==> src/rtl/spi_fis_pkg.sv <==
package spi_fis_pkg;

  typedef enum logic [3:0] {
    A_PARAM  = 4'd0,
    A_CTRL   = 4'd1,
    A_STAT   = 4'd2,
    A_IEN    = 4'd3,
    A_FCTL   = 4'd4,
    A_FSTAT  = 4'd5,
    A_RXSTAT = 4'd6,
    A_TXDATA = 4'd8,
    A_RXDATA = 4'd9
  } reg_addr_e;

  // control bits
  localparam int CTL_EN   = 0;
  localparam int CTL_SRST = 1;
  localparam int CTL_FLTX = 8;
  localparam int CTL_FLRX = 9;

  // status bits
  localparam int ST_TXD   = 0;
  localparam int ST_RXD   = 1;
  localparam int ST_LO    = 8;
  localparam int ST_N     = 6;
  localparam int ST_FC    = 9;
  localparam int ST_TC    = 10;
  localparam int ST_MB    = 24;

  // index of each sticky flag inside the sticky vector
  localparam int SK_FC    = ST_FC - ST_LO;
  localparam int SK_TC    = ST_TC - ST_LO;

  localparam int FS_RX_LO = 16;
  localparam int WM_RX_LO = 16;
  localparam int RXS_EMPTY = 1;

  // transmit request: fill level at or below threshold
  function automatic logic at_or_below(input logic [7:0] cnt, input logic [7:0] wm);
    return cnt <= wm;
  endfunction

  // receive request: fill level strictly above threshold
  function automatic logic above(input logic [7:0] cnt, input logic [7:0] wm);
    return cnt > wm;
  endfunction

  function automatic logic [31:0] param_word(input int txl, input int rxl);
    logic [31:0] w;
    w       = '0;
    w[3:0]  = 4'(txl);
    w[11:8] = 4'(rxl);
    return w;
  endfunction

endpackage

==> src/rtl/spi_fis_fifo.sv <==
module spi_fis_fifo #(
  parameter int W    = 32,
  parameter int LOG2 = 2
) (
  input  logic            clk,
  input  logic            rst_n,
  input  logic            clr,
  input  logic            push,
  input  logic [W-1:0]    push_data,
  input  logic            pop,
  output logic [W-1:0]    head,
  output logic [LOG2:0]   count,
  output logic            full,
  output logic            empty
);
  localparam int DEPTH = 1 << LOG2;
  localparam int CW    = LOG2 + 1;

  logic [W-1:0]      mem [DEPTH];
  logic [LOG2-1:0]   wr_ptr, rd_ptr;
  logic              do_push, do_pop;

  assign full    = (count == CW'(DEPTH));
  assign empty   = (count == '0);
  assign do_push = push && !full && !clr;
  assign do_pop  = pop && !empty && !clr;
  assign head    = empty ? '0 : mem[rd_ptr];

  always_ff @(posedge clk or negedge rst_n) begin
    if (!rst_n) begin
      wr_ptr <= '0;
      rd_ptr <= '0;
      count  <= '0;
    end else if (clr) begin
      wr_ptr <= '0;
      rd_ptr <= '0;
      count  <= '0;
    end else begin
      if (do_push) wr_ptr <= wr_ptr + 1'b1;
      if (do_pop)  rd_ptr <= rd_ptr + 1'b1;
      count <= count + CW'(do_push) - CW'(do_pop);
    end
  end

  always_ff @(posedge clk) begin
    if (do_push) mem[wr_ptr] <= push_data;
  end

  assert_count_bound_R2: assert property (@(posedge clk) disable iff (!rst_n)
    count <= CW'(DEPTH));

  assert_drop_full_R2: assert property (@(posedge clk) disable iff (!rst_n)
    (full && push && !pop && !clr) |=> (count == $past(count)));

  assert_pop_empty_R3: assert property (@(posedge clk) disable iff (!rst_n)
    (empty && pop && !push && !clr) |=> empty);

  assert_flush_R11: assert property (@(posedge clk) disable iff (!rst_n)
    clr |=> (count == '0));

endmodule

==> src/rtl/spi_fis_events.sv <==
module spi_fis_events (
  input  logic       clk,
  input  logic       rst_n,
  input  logic       clr,
  input  logic       frame_end,
  input  logic       tc_level,
  input  logic [5:0] w1c,
  output logic [5:0] sticky
);
  import spi_fis_pkg::*;

  logic       tc_prev;
  logic       fc_set;
  logic       tc_set;
  logic [5:0] set_vec;

  assign fc_set = frame_end;
  assign tc_set = tc_level && !tc_prev;

  always_comb begin
    set_vec         = '0;
    set_vec[SK_FC]  = fc_set;
    set_vec[SK_TC]  = tc_set;
  end

  always_ff @(posedge clk or negedge rst_n) begin
    if (!rst_n) begin
      sticky  <= '0;
      tc_prev <= 1'b1;
    end else if (clr) begin
      sticky  <= '0;
      tc_prev <= 1'b1;
    end else begin
      sticky  <= (sticky & ~w1c) | set_vec;
      tc_prev <= tc_level;
    end
  end

  assert_fc_set_R6: assert property (@(posedge clk) disable iff (!rst_n)
    (frame_end && !clr) |=> sticky[SK_FC]);

  assert_tc_edge_R7: assert property (@(posedge clk) disable iff (!rst_n)
    (tc_level && !tc_prev && !clr) |=> sticky[SK_TC]);

  assert_w1c_R8: assert property (@(posedge clk) disable iff (!rst_n)
    (w1c[SK_FC] && !frame_end && !clr) |=> !sticky[SK_FC]);

endmodule

==> src/rtl/spi_fifo_irq_unit.sv <==
module spi_fifo_irq_unit #(
  parameter int DATA_W  = 32,
  parameter int TX_LOG2 = 3,
  parameter int RX_LOG2 = 2
) (
  input  logic              clk,
  input  logic              rst_n,
  input  logic              reg_wr,
  input  logic              reg_rd,
  input  logic [3:0]        reg_addr,
  input  logic [31:0]       reg_wdata,
  output logic [31:0]       reg_rdata,
  output logic              eng_tx_valid,
  output logic [DATA_W-1:0] eng_tx_data,
  input  logic              eng_tx_pop,
  input  logic              eng_rx_push,
  input  logic [DATA_W-1:0] eng_rx_data,
  input  logic              eng_busy,
  input  logic              eng_frame_end,
  output logic              irq
);
  import spi_fis_pkg::*;

  localparam int TXC_W = TX_LOG2 + 1;
  localparam int RXC_W = RX_LOG2 + 1;
  localparam int RD_W  = (DATA_W < 32) ? DATA_W : 32;

  // register state
  logic               ctl_en;
  logic [3:0]         ien_q;
  logic [TX_LOG2-1:0] tx_wm;
  logic [RX_LOG2-1:0] rx_wm;

  // decoded strobes
  logic wr_ctrl, wr_stat, wr_ien, wr_fctl, wr_tx, rd_rx;
  logic soft_clr, tx_clr, rx_clr;

  assign wr_ctrl  = reg_wr && (reg_addr == A_CTRL);
  assign wr_stat  = reg_wr && (reg_addr == A_STAT);
  assign wr_ien   = reg_wr && (reg_addr == A_IEN);
  assign wr_fctl  = reg_wr && (reg_addr == A_FCTL);
  assign wr_tx    = reg_wr && (reg_addr == A_TXDATA);
  assign rd_rx    = reg_rd && (reg_addr == A_RXDATA);
  assign soft_clr = wr_ctrl && reg_wdata[CTL_SRST];
  assign tx_clr   = soft_clr || (wr_ctrl && reg_wdata[CTL_FLTX]);
  assign rx_clr   = soft_clr || (wr_ctrl && reg_wdata[CTL_FLRX]);

  // queues
  logic [DATA_W-1:0] tx_head, rx_head;
  logic [TXC_W-1:0]  tx_count;
  logic [RXC_W-1:0]  rx_count;
  logic              tx_full, tx_empty, rx_full, rx_empty;

  spi_fis_fifo #(.W(DATA_W), .LOG2(TX_LOG2)) u_txq (
    .clk       (clk),
    .rst_n     (rst_n),
    .clr       (tx_clr),
    .push      (wr_tx),
    .push_data (reg_wdata[DATA_W-1:0]),
    .pop       (eng_tx_pop && ctl_en),
    .head      (tx_head),
    .count     (tx_count),
    .full      (tx_full),
    .empty     (tx_empty)
  );

  spi_fis_fifo #(.W(DATA_W), .LOG2(RX_LOG2)) u_rxq (
    .clk       (clk),
    .rst_n     (rst_n),
    .clr       (rx_clr),
    .push      (eng_rx_push && ctl_en),
    .push_data (eng_rx_data),
    .pop       (rd_rx),
    .head      (rx_head),
    .count     (rx_count),
    .full      (rx_full),
    .empty     (rx_empty)
  );

  assign eng_tx_valid = ctl_en && !tx_empty;
  assign eng_tx_data  = tx_head;

  // event flags
  logic       tc_level;
  logic [5:0] w1c;
  logic [5:0] sticky;

  assign tc_level = tx_empty && !eng_busy;
  assign w1c      = wr_stat ? reg_wdata[ST_LO +: ST_N] : '0;

  spi_fis_events u_evt (
    .clk       (clk),
    .rst_n     (rst_n),
    .clr       (soft_clr),
    .frame_end (eng_frame_end),
    .tc_level  (tc_level),
    .w1c       (w1c),
    .sticky    (sticky)
  );

  // live flags
  logic txd_flag, rxd_flag, mb_flag;
  assign txd_flag = at_or_below(8'(tx_count), 8'(tx_wm));
  assign rxd_flag = above(8'(rx_count), 8'(rx_wm));
  assign mb_flag  = ctl_en && eng_busy;

  logic [31:0] stat_w;
  always_comb begin
    stat_w                  = '0;
    stat_w[ST_TXD]          = txd_flag;
    stat_w[ST_RXD]          = rxd_flag;
    stat_w[ST_LO +: ST_N]   = sticky;
    stat_w[ST_MB]           = mb_flag;
  end

  // interrupt
  logic [3:0] irq_src;
  assign irq_src = ien_q & {stat_w[ST_TC], stat_w[ST_FC], stat_w[ST_RXD], stat_w[ST_TXD]};
  assign irq     = |irq_src;

  // register writes
  always_ff @(posedge clk or negedge rst_n) begin
    if (!rst_n) begin
      ctl_en <= 1'b0;
      ien_q  <= '0;
      tx_wm  <= '0;
      rx_wm  <= '0;
    end else if (soft_clr) begin
      ctl_en <= 1'b0;
      ien_q  <= '0;
      tx_wm  <= '0;
      rx_wm  <= '0;
    end else begin
      if (wr_ctrl) ctl_en <= reg_wdata[CTL_EN];
      if (wr_ien)  ien_q  <= {reg_wdata[ST_TC], reg_wdata[ST_FC],
                              reg_wdata[ST_RXD], reg_wdata[ST_TXD]};
      if (wr_fctl) begin
        tx_wm <= reg_wdata[TX_LOG2-1:0];
        rx_wm <= reg_wdata[WM_RX_LO +: RX_LOG2];
      end
    end
  end

  // register reads
  always_comb begin
    reg_rdata = '0;
    unique case (reg_addr)
      A_PARAM:  reg_rdata = param_word(TX_LOG2, RX_LOG2);
      A_CTRL:   reg_rdata[CTL_EN] = ctl_en;
      A_STAT:   reg_rdata = stat_w;
      A_IEN: begin
        reg_rdata[ST_TXD] = ien_q[0];
        reg_rdata[ST_RXD] = ien_q[1];
        reg_rdata[ST_FC]  = ien_q[2];
        reg_rdata[ST_TC]  = ien_q[3];
      end
      A_FCTL: begin
        reg_rdata[TX_LOG2-1:0]          = tx_wm;
        reg_rdata[WM_RX_LO +: RX_LOG2]  = rx_wm;
      end
      A_FSTAT: begin
        reg_rdata[TXC_W-1:0]            = tx_count;
        reg_rdata[FS_RX_LO +: RXC_W]    = rx_count;
      end
      A_RXSTAT: reg_rdata[RXS_EMPTY] = rx_empty;
      A_RXDATA: reg_rdata[RD_W-1:0]  = rx_head[RD_W-1:0];
      default:  reg_rdata = '0;
    endcase
  end

  assert_tx_valid_R2: assert property (@(posedge clk) disable iff (!rst_n)
    eng_tx_valid |-> (tx_count != '0));

  assert_rx_disabled_R3: assert property (@(posedge clk) disable iff (!rst_n)
    (!ctl_en && !rd_rx && !rx_clr) |=> (rx_count == $past(rx_count)));

  assert_irq_quiet_R10: assert property (@(posedge clk) disable iff (!rst_n)
    (ien_q == '0) |-> !irq);

  assert_soft_reset_R12: assert property (@(posedge clk) disable iff (!rst_n)
    soft_clr |=> (!ctl_en && ien_q == '0 && tx_count == '0 && rx_count == '0));

endmodule

==> config.mk <==
export PLATFORM = sky130hd
export DESIGN_NAME = spi_fifo_irq_unit
export DESIGN_NICKNAME = d
export VERILOG_FILES = /design/src/rtl/spi_fis_pkg.sv /design/src/rtl/spi_fis_fifo.sv /design/src/rtl/spi_fis_events.sv /design/src/rtl/spi_fifo_irq_unit.sv
export SDC_FILE = /design/constraint.sdc
export NUM_CORES = 1
export LEC_CHECK = 0
export ABC_CLOCK_PERIOD_IN_PS = 3000
export BUFFER_PORTS_ARGS = -buffer_cell sky130_fd_sc_hd__buf_2
export CORE_UTILIZATION = 45
export CTS_CLUSTER_DIAMETER = 150
export DETAILED_ROUTE_END_ITERATION = 10
export GPL_TIMING_DRIVEN = 1
export PLACE_DENSITY = 0.65
export SETUP_SLACK_MARGIN = 0.4
export SYNTH_ARGS = -nofsm -noshare
export SYNTH_HDL_FRONTEND = slang
export SYNTH_SLANG_ARGS = --single-unit
==> constraint.sdc <==
create_clock -name clk -period 3 [get_ports clk]
set_input_delay 0.6 -clock clk [delete_from_list [all_inputs] [get_ports clk]]
set_output_delay 0.6 -clock clk [all_outputs]
set_load 0.05 [all_outputs]
; ---- After elaboration in Yosys (flattened, before gate mapping)
; Memories as Yosys holds them, arrays and structs flattened.
; Index checks and enable logic that the tools add are counted.
[word_totals]
mem_bits_rw = 384
word_cells = 119
mem_bits_ro = 0
mem_count = 2
output_inout_bits = 66
latch_bits = 0
register_bits = 34
in_bits = 76
[memory_table]
columns = name, words, word_bits, read_ports, rd_clocked_by_memory_dff, wr, line
row1 = u_txq.mem, 8, 32, 1, 0, 1, spi_fis_fifo.sv:19  ; logic [W-1:0] mem [DEPTH];
row2 = u_rxq.mem, 4, 32, 1, 0, 1, spi_fis_fifo.sv:19
[classes]
n_addsub = 8
bitwise_logic = 4
div = 0
eq_ne = 10
multipliers = 0
n_lt_le_gt_ge = 2
n_mux = 37
shift = 0
n_reduce_logical = 44
[op_table]
columns = operator, n
row1 = $mux W32, 2
row2 = $pmux W13 S2, 1
row3 = $logic_and A1 B1 Y1, 23
row4 = $mux W3, 7
row5 = $pmux W5 S2, 2
row6 = $pmux W1 S7, 2
row7 = $reduce_bool A2 Y1, 7
row8 = $eq A4 B3 Y1 const B, 3
row9 = $eq A4 B4 Y1 const B, 3
row10 = $mux W2, 6
row11 = $mux W4, 3
row12 = $mux W6, 2
row13 = $eq A4 B2 Y1 const B, 2
row14 = $logic_not A1 Y1, 8
row15 = $logic_not A4 Y1, 2
row16 = $pmux W2 S4, 1
row17 = $mux W1, 7
row18 = $add A3 B1 Y3 const B, 2
row19 = $and A6 B6 Y6, 1
row20 = $not A6 Y6, 1
row21 = $or A6 B3 Y6, 1
row22 = $pmux W2 S3, 1
row23 = $add A2 B1 Y2 const B, 2
row24 = $add A4 B1 Y4, 1
row25 = other kinds (13), 15

; ---- Depth between registers and ports, before layout
; Gate-level depths: netlist of the first run.
[logic_depth]
word_depth = 9
ltp_mapped = 12
depth_no_buf = 12

; ---- By module
; Synthesis of the first run repeated with hierarchy kept, for this count alone.
[unflattened]
hier_cells = 881
area_unflattened_um2 = 17118.9
[modules_own_cells]
columns = module, area_each_um2, cells_each, instances, seq_area_each_um2
row1 = spi_fis_fifo (u_txq), 10238.6, 450, 1, 7937.6
row2 = spi_fis_fifo (u_rxq), 5415.2, 252, 1, 4018.9
row3 = spi_fifo_irq_unit, 1219.9, 161, 1, 250.2
row4 = spi_fis_events, 245.2, 18, 1, 176.4

; ---- Worst setup path after synthesis of the first run
; Ideal clock, no wire load.
[synth_path]
kind = input to register
start = input port reg_addr[0]
end = memory u_txq.mem[7][0], enable pin
arrival_time_ps = 3221
cell_stages = 5
path_slack_ps = -642
n_path_buf = 1
required_ps = 2579
setup_ps = 421
cell_sequence = buf_6 > or4b_4 > a311oi_4 > nand2_2 > nor2_1
[synth_between]
elab_chain_len = 8
elab_cells_between_ends = 12
classes_between = eq/ne: 2 / mux: 2 / reduce/logical: 8
[synth_rtl]
columns = element, line
row1 = "start, declared", spi_fifo_irq_unit.sv:10  ; input logic [3:0] reg_addr,
row2 = $eq A4 B1 Y1, spi_fifo_irq_unit.sv:38  ; assign wr_ctrl = reg_wr && (reg_addr == A_CTRL);
row3 = $logic_and A1 B1 Y1, spi_fifo_irq_unit.sv:38
row4 = $logic_and A1 B1 Y1 (on tied branches), "spi_fifo_irq_unit.sv:44, spi_fifo_irq_unit.sv:45"
row5 = $logic_or A1 B1 Y1, spi_fifo_irq_unit.sv:45  ; assign tx_clr = soft_clr || (wr_ctrl && reg_wdata[CTL_FLTX]);
row6 = $logic_not A1 Y1, spi_fis_fifo.sv:25  ; assign do_push = push && !full && !clr;
row7 = $logic_and A1 B1 Y1 (*), spi_fis_fifo.sv:25
row8 = $mux W1 (*), spi_fis_fifo.sv:46  ; if (do_push) mem[wr_ptr] <= push_data;
row9 = $mux W1 (not written as such) (*), spi_fis_fifo.sv:46
row10 = "end, declared", spi_fis_fifo.sv:19
; Mark *: on every way between the ends. The rest lies on a longest branch, timed or not.

; ---- Worst setup path after layout of the first run
[layout_path]
start = register u_txq.rd_ptr[0]
end = output port eng_tx_data[17]
[layout_between]
elab_chain_len = 2
[layout_rtl]
columns = element, line
row1 = "start, declared", spi_fis_fifo.sv:20  ; logic [LOG2-1:0] wr_ptr, rd_ptr;
row2 = "start signal, assigned", spi_fis_fifo.sv:40  ; if (do_pop) rd_ptr <= rd_ptr + 1'b1;
row3 = $mem_v2 Z8 W32, --
row4 = $mux W32, spi_fis_fifo.sv:27  ; assign head = empty ? '0 : mem[rd_ptr];
row5 = "end, declared", spi_fifo_irq_unit.sv:14  ; output logic [DATA_W-1:0] eng_tx_data,
; No other way between the ends.

==> results of run 1 <==
state kept, by name (all words and copies together), names as in the netlist:
name / flops
u_txq.mem: 256
u_rxq.mem: 128
u_evt.sticky: 6
ien_q: 4
u_txq.count: 4
tx_wm: 3
u_rxq.count: 3
u_txq.rd_ptr: 3
u_txq.wr_ptr: 3
rx_wm: 2
u_rxq.rd_ptr: 2
u_rxq.wr_ptr: 2
ctl_en: 1
u_evt.tc_prev: 1
metal layers:
metal,vias up,track usage,share of wire
met1,4484,0.2528,0.41
met5,-,0,0.00044
li1,3885,-,-
met4,2,0.05074,0.016
met3,53,0.04373,0.059
met2,249,0.3300,0.52
final timing paths:
kind | cells past startpoint | from | end
min reg2reg | 1 | u_evt.sticky[5]$_DFF_PN0_ | u_evt.sticky[5]$_DFF_PN0_
max | 6 | u_txq.rd_ptr[0]$_DFFE_PN0P_ | eng_tx_data[17]
max reg2reg | 11 | u_rxq.count[2]$_DFF_PN0_ | u_rxq.count[2]$_DFF_PN0_
min | 1 | rst_n | tx_wm[2]$_DFFE_PN0P_
min in group clk | 2 | eng_busy | u_evt.tc_prev$_DFF_PN1_
max in group asynchronous | 1 | rst_n | u_txq.rd_ptr[0]$_DFFE_PN0P_
cell families (layout without fill, tap and decap cells):
kind of cell    count (synthesis)  in the layout
other cells                     0              7
buf+inv                        65            318
xor+xnor                        9              9
simple gates                  156            156
compound gates                 43             43
fa+ha+maj                      21             21
flops                         418            418
mux                           137            137
layout make-up:
class,count,area [um2]
Antenna cell,7,17.52
Multi-Input combinational cell,366,4572
Inverter,21,81.33
Clock inverter,25,175.2
Fill cell,2707,15410
Timing Repair Buffer,215,2206
Sequential cell,418,12390
Clock buffer,57,1171
Tap cell,468,585.6
through the flow:
step	util	power [mW]	setup TNS (ns)	instances
floorplan	-	10.76	-3.098	849
global placement	0.5040	12.07	0	1451
detailed placement	0.5040	12.12	0	1451
CTS	0.5681	18.43	0	1562
global route	0.5787	19.43	-0.09873	1570
finish	0.5792	18.68	0	1577
critical path: stages, from the launching register on:
cell     delay [ns]
dfrtp_4        0.54
buf_6          0.15
buf_16         0.14
mux4_2         0.53
mux2i_2        0.20
nor2_1         0.07
buf_6          0.15
report_power, final:
part           leakage (nW)  internal (mW)  switching, mW
clock network         0.655           2.87           2.21
registers              3.87           6.61          0.242
logic                  2.82           3.15           3.59
repair_timing:
| item | in CTS | in global routing |
|---|---|---|
| cloned | 5 | 1 |
| gates resized for setup | 194 | 69 |
| setup buffers | 24 | 7 |
| setup endpoints to repair | 69 | 70 |
| pin swaps | 15 | 16 |
layout by cell type, fill, tap and decap left out, drive strengths merged, types with 8 or more instances in the layout:
master,synthesis,routed
mux2i,41,41
ha,19,19
nor2,63,63
a22o,8,8
and3,30,30
inv,21,23
dfrtp,33,33
edfxtp,384,384
a21oi,8,8
clkinv,0,20
mux4,96,96
clkbuf,25,58
buf,19,214
nand3,10,10
nand2,18,18
==> flow_metrics.tcl, run 1 <==
set metrics [dict create \
    drt_iter0_drc 541 \
    async_flop_share 0.08134 \
    final.setup_skew_ns 0.01836 \
    die_area_um2 37980 \
    yosys_warnings 0 \
    grt_max_degree 50 \
    clockBufferDepth 3 \
    status "finished clean" \
    hp-class "in2async" \
    h-tree-depth 2 \
    gp_congestion 0.8129 \
    period_share 0.9846 \
    placed_area_um2 18450 \
    start_util 0.4573 \
    slew_viol_final 0 \
    ys_types 56 \
    cts_sinks 418 \
    grt_pass1_vias 9167 \
    core_region_area_um2 36610 \
    ys_seq_area_frac 0.7396 \
    fin_hold_ws_ns 0.1363 \
    synth_seq_cells 418 \
    via_per_inst 5.500 \
    avgSynthCellArea_um2 19.72 \
    cp.required_ns 2.40 \
    synth.area.top_cells "edfxtp_1 69%, mux4_2 13%, dfrtp_1 4.9%" \
    grt_pass1_wl_mm 55.18 \
    synth_mux_area_frac 0.1537 \
    yosysTopAreaCellShare 0.6887 \
    peakVddDrop_uv 537.5 \
    fin_area_um2 21200 \
    arrival_ns 2.35 \
    die_h_um 194.9 \
    first_pass_iters 6 \
    leakagePower_nw 7.351 \
    avgRoutedWirePerCell_um 22.80 \
    cts_hold_buffers 0 \
    fmax_ghz 0.3386 \
    rows 70 \
    yosys.area.top_type "edfxtp_1" \
    worst-path-max-fanout 7 \
    synth-main-ff-cell "edfxtp_1" \
    synthToLayoutAreaGrowth_pct 26.64 \
    synth_area_um2 16740 \
    relSlewSlack 0.3978 \
    routed_wl_mm 35.96 \
    drv_cap 0 \
    synth.most_common_cell "edfxtp_1" \
    synth_enable_flop_cells 384 \
    drc 0 \
    vias 8673 \
    rsz0062_at_grt "yes" \
    power.density_nw_per_um2 880.8 \
    fin_crit_ns 2.954 \
    nets 1163 \
    synth-compound-area-share 0.02018 \
    synthCells 849 \
    cts_root_buffer "clkbuf_16" \
    setup_viol 0 \
    crit_type "reg2out" \
    final.setup.worst_slack_ns 0.04624 \
    synth-adder-area-share 0.01659 \
    worstSkewPairLatency_ns 0.56 \
    dp_hpwl_mm 21.67 \
    cts_tree "built" \
    tightestPinTransition_ns 0.9034 \
    synth_nets 946 \
    grt.total_usage 0.1942 \
    clk_pin_slew_ns 0.06 \
    dpl_worst_slack_ns 0.1925 \
    r2r_setup_slack_ns 0.52 \
    die_w_um 194.9 \
    synth_top_family_by_area "multiplexers" \
    antenna_found_initial 3 \
    grt.overflow.total 0 \
    cp-start-kind "flop" \
    io_buffers 141 \
    numCtsBuffers 44 \
    synth-xor-area-share 0.004708 \
    hold_violations 0 \
    critPathCaptureType "output pin" \
    synth_common_cells "384 x edfxtp_1, 96 x mux4_2, 62 x nor2_1" \
    ant_nets 0 \
    ios 142 \
    final_layout_size_suffix_gt1_frac 0.4247 \
    synth-simple-area-share 0.04932 \
]
Note: power is estimated with default switching activity, not from simulation.
==> inputs of run 2 (changes only) <==
SETUP_SLACK_MARGIN = 0.1   (was 0.4)
==> flow_metrics.tcl, run 2 (synthesis results as in run 1) <==
set metrics [dict create \
    cp-start-kind "flop" \
    relSlewSlack 0.3918 \
    final_cell_mix "384 x edfxtp_1, 110 x buf_2, 96 x mux4_2" \
    fin_area_um2 20400 \
    die_h_um 194.9 \
    final_layout_size_suffix_gt1_frac 0.3737 \
    rr_worst_depth 11 \
    via_per_inst 5.505 \
    worstSkewPairLatency_ns 0.55 \
    grt.total_usage 0.1854 \
    hold_violations 0 \
    placed_area_um2 18370 \
    timing.rr.end "u_txq.count[2]$_DFF_PN0_" \
    setup_viol 0 \
    routed_wl_mm 35.25 \
    clockBufferDepth 3 \
    grt_pass1_vias 8921 \
    grt_use_met1 0.2488 \
    ant_nets 0 \
    seqCellArea_um2 12400 \
    grt_pass1_wl_mm 52.67 \
    utilization 0.5573 \
    hp-class "in2async" \
    die_w_um 194.9 \
    busiest_layer "met2" \
    leakagePower_nw 7.146 \
    rows 70 \
    synthToLayoutAreaGrowth_pct 21.86 \
    timing.rr.start "u_txq.count[3]$_DFF_PN0_" \
    final.setup_skew_ns 0.01279 \
    multi_input_area_um2 4303 \
    gp_congestion 0.7857 \
    grtUsageMet3 0.03644 \
    r2r_setup_slack_ns 0.26 \
    largestRegisters "u_txq.mem x256, u_rxq.mem x128, u_evt.sticky x6" \
    tightestPinTransition_ns 0.9123 \
    cts_sinks 418 \
    die_area_um2 37980 \
    nets 1144 \
    peakVddDrop_uv 609.3 \
    cp.required_ns 2.40 \
    cts_root_buffer "clkbuf_16" \
    drc 0 \
    io_buffers 141 \
    grt.overflow.total 0 \
    largest_reg_flops 256 \
    critPathCaptureType "output pin" \
    final_common_cell "edfxtp_1" \
    ios 142 \
    slew_viol_final 0 \
    grt_util_met2 0.3122 \
    start_util 0.4573 \
    clk_pin_slew_ns 0.06 \
    fill_cells 2778 \
    top_register "u_txq.mem" \
    rsz0062_at_grt "yes" \
    h-tree-depth 2 \
    grt_max_degree 39 \
    worst-path-max-fanout 4 \
    cts_tree "built" \
    drt_iter0_drc 636 \
    numCtsBuffers 43 \
    status "finished clean" \
    antenna_found_initial 3 \
    drv_cap 0 \
    total_power_mw 18.09 \
    first_pass_iters 5 \
    power.density_nw_per_um2 886.8 \
    arrival_ns 2.32 \
    crit_type "reg2out" \
    cts_hold_buffers 0 \
    dp_hpwl_mm 21.51 \
    core_region_area_um2 36610 \
    avgRoutedWirePerCell_um 22.73 \
    fmax_ghz 0.3422 \
    period_share 0.9740 \
    vias 8539 \
    fin_crit_ns 2.922 \
]
## run 2: area by class of cell
cell class              count  area share
diodes                      2   0.0002453
clock buffers              60     0.05789
clock inverters            19    0.008892
inverters                  21    0.003864
multi-input cells         366      0.2109
flip-flops and latches    418      0.6076
well taps                 468     0.02870
repair buffers            197     0.08193
## run 2: how the worst max path moves through the flow
stage / cells past startpoint / end / slack (ns) / start
floorplan: 5 / u_txq.mem[7][0]$_DFFE_PP_ / -0.08 / reg_addr[0]
finish: 5 / reg_rdata[2] / 0.08 / u_rxq.count[2]$_DFF_PN0_
global placement: 6 / u_txq.mem[1][26]$_DFFE_PP_ / 0.20 / reg_addr[1]
global route: 5 / reg_rdata[2] / 0.02 / u_rxq.count[0]$_DFF_PN0_
detailed placement: 6 / u_txq.mem[1][26]$_DFFE_PP_ / 0.17 / reg_addr[1]
CTS: 5 / eng_tx_data[10] / 0.02 / u_txq.rd_ptr[0]$_DFFE_PN0P_
## run 2: layer usage
metal / part of all wire / wire length [um] / vias up
met4: 0.017 / 586 / 0
li1: - / - / 3842
met3: 0.055 / 1940 / 57
met5: 0 / 0 / -
met1: 0.43 / 15100 / 4395
met2: 0.50 / 17620 / 245
## run 2: per-stage QoR
stage	TNS, ns	instances	worst slack, ns	hold WS (ns)
2_1_floorplan	-11.14	849	-0.08122	0.3044
3_3_place_gp	0	1451	0.1984	0.5101
3_5_place_dp	0	1451	0.1669	0.5038
4_1_cts	0	1538	0.01774	0.1444
5_1_grt	0	1549	0.01516	0.1992
6_report	0	1551	0.07811	0.1397
## run 2: timing repair
item | 4_1_cts | 5_1_grt
endpoints found under the setup margin | 49 | 41
cloned | 1 | 5
setup buffers | 7 | 6
resized for setup | 34 | 101
pin swaps | 4 | 6
## run 2: power breakdown
group          internal, mW  switching (mW)  total [mW]
Combinational          2.73            3.36        6.09
Sequential             6.62           0.264        6.88
Clock                  3.01            2.11        5.12
Total                  12.4            5.74        18.1
## run 2: worst max-delay path, cell delays in order (launching register included)
cell and delay [ns]:
dfrtp_1 0.41, or3_4 0.42, and2_4 0.16, a222oi_1 0.50, inv_1 0.11, buf_6 0.18
==> inputs of run 3 (changes only) <==
BUFFER_PORTS_ARGS = default   (was -buffer_cell sky130_fd_sc_hd__buf_2)
DONT_BUFFER_PORTS = 1   (was default)
PLACE_DENSITY = default   (was 0.65)
==> flow_metrics.tcl, run 3 (synthesis results as in run 1) <==
set metrics [dict create \
    status "finished clean" \
    drt_iter0_drc 510 \
    holdPathStages 1 \
    rows 70 \
    internal_power_mw 12.56 \
    setup_viol 0 \
    final.setup.worst_slack_ns 0.07220 \
    final_layout_size_suffix_gt1_frac 0.3412 \
    grt.overflow.total 0 \
    fin_crit_ns 2.928 \
    utilization 0.5601 \
    die_h_um 194.9 \
    vias 8291 \
    via_per_inst 5.572 \
    clockPowerShare 0.281 \
    io_buffers 0 \
    start_util 0.4573 \
    core_region_area_um2 36610 \
    swShare 0.3123 \
    first_pass_iters 6 \
    ant_nets 0 \
    final.setup_skew_ns 0.01910 \
    nets 1083 \
    leakagePower_nw 7.000 \
    critPathCaptureType "output pin" \
    slew_viol_final 0 \
    antenna_found_initial 0 \
    fmax_ghz 0.3416 \
    grt_max_degree 55 \
    multi_input_area_um2 4298 \
    numCtsBuffers 43 \
    clk_pin_slew_ns 0.06 \
    timing.rr.start "u_txq.count[3]$_DFF_PN0_" \
    cp-start-kind "flop" \
    clockBufferDepth 3 \
    avgRoutedWirePerCell_um 23.58 \
    die_area_um2 37980 \
    crit_type "reg2out" \
    grt_pass1_vias 8770 \
    worstSkewPairLatency_ns 0.55 \
    holdPathEnd "u_evt.tc_prev$_DFF_PN1_" \
    holdCritStartpoint "eng_busy" \
    seqCellArea_um2 12400 \
    dp_hpwl_mm 21.85 \
    timing.rr.end "u_txq.count[2]$_DFF_PN0_" \
    hold_violations 0 \
    rr_worst_depth 11 \
    power_frac_seq 0.376 \
    dpl_worst_slack_ns 0.3591 \
    synthToLayoutAreaGrowth_pct 22.47 \
    tightestPinTransition_ns 0.5643 \
    power.density_nw_per_um2 890.9 \
    top_register "u_txq.mem" \
    cp.required_ns 2.40 \
    routed_wl_mm 35.09 \
    rsz0062_at_grt "yes" \
    cts_tree "built" \
    die_w_um 194.9 \
    cts_sinks 418 \
    cts_root_buffer "clkbuf_16" \
    combPwrFrac 0.343 \
    gp_congestion 0.7941 \
    r2r_setup_slack_ns 0.31 \
    drc 0 \
    grt.total_usage 0.1895 \
    hp-class "in2reg" \
    largestRegisters "u_txq.mem x256, u_rxq.mem x128, u_evt.sticky x6" \
    switchingPower_mw 5.704 \
    final_common_cell "edfxtp_1" \
    ios 142 \
    worstSetupStartpoint "u_txq.rd_ptr[0]$_DFFE_PN0P_" \
    drv_cap 0 \
    fill_cells 2774 \
    h-tree-depth 2 \
    final_cell_mix "384 x edfxtp_1, 96 x mux4_2, 53 x nor2_1" \
    period_share 0.9759 \
    worst-path-max-fanout 7 \
    grt_pass1_wl_mm 53.81 \
    diodes 0 \
    largest_reg_flops 256 \
    peakVddDrop_uv 503.5 \
    arrival_ns 2.33 \
    relSlewSlack 0.6224 \
]
run 3: cell count changes in the layout (fill, tap and decap cells not counted), sizes merged:
cell | before | now
buf | 190 | 131
clkbuf | 67 | 63
diode | 2 | 0
dlygate4sd3 | 0 | 1
inv | 22 | 23
run 3: final cells by class:
cell class | instances | share of cell area
clock buffer | 59 | 0.05644
clock inverter | 20 | 0.009580
inverter | 21 | 0.003844
multi-input combinational | 366 | 0.2096
sequential | 418 | 0.6046
tap | 468 | 0.02856
timing repair buffer | 136 | 0.08738
run 3: repair_timing:
| item | 4_1_cts | 5_1_grt |
|---|---|---|
| endpoints found under the setup margin | 57 | 40 |
| pin swaps | 3 | 16 |
| hold buffers | 2 | 0 |
| buffers inserted | 14 | 7 |
| gates cloned | 3 | 3 |
| endpoints found under the hold margin | 34 | 0 |
| gates resized for setup | 25 | 63 |
run 3: worst max-delay path by stage:
stage	cells past startpoint	to	slack, ns
global placement	11	u_txq.count[2]$_DFF_PN0_	0.39
finish	7	eng_tx_data[19]	0.07
global route	7	eng_tx_data[19]	0.0002
floorplan	5	u_txq.mem[7][0]$_DFFE_PP_	-0.08
CTS	5	reg_rdata[0]	0.02
detailed placement	11	u_txq.count[2]$_DFF_PN0_	0.36
run 3: routing by layer:
metal	vias to the layer above	track usage	routed length, um
met1	4295	0.2451	14440
met2	235	0.3188	17750
met5	-	0.001277	0
li1	3706	-	-
met4	0	0.05570	776
met3	55	0.04512	2120
run 3: through the flow:
step                      setup TNS (ns)  hold WS, ns  area, um2  cells  total power, mW
after global routing                   0       0.1167      20500   1488            19.01
after CTS                              0      0.09439      20150   1478            17.93
final                                  0       0.1210      20500   1488            18.27
after detailed placement               0       0.3073      18440   1380            12.25
after global placement                 0       0.3077      18440   1380            12.22
after floorplan                   -11.14       0.3044      16790    849            10.75
run 3: worst max-delay path, stage by stage, from the launching register on:
cell and delay, ns:
dfrtp_4 0.49, buf_12 0.17, buf_12 0.13, buf_16 0.13, mux4_2 0.43, mux2i_2 0.18
nor2_1 0.08, buf_6 0.16
run 3: power groups by stage:
stage / combinational, mW / sequential, mW / clock, mW
CTS: 5.84 / 6.84 / 5.24
global placement: 5.20 / 7.01 / 0
finish: 6.27 / 6.86 / 5.14
detailed placement: 5.23 / 7.02 / 0
floorplan: 3.91 / 6.84 / 0
global route: 6.67 / 6.89 / 5.45
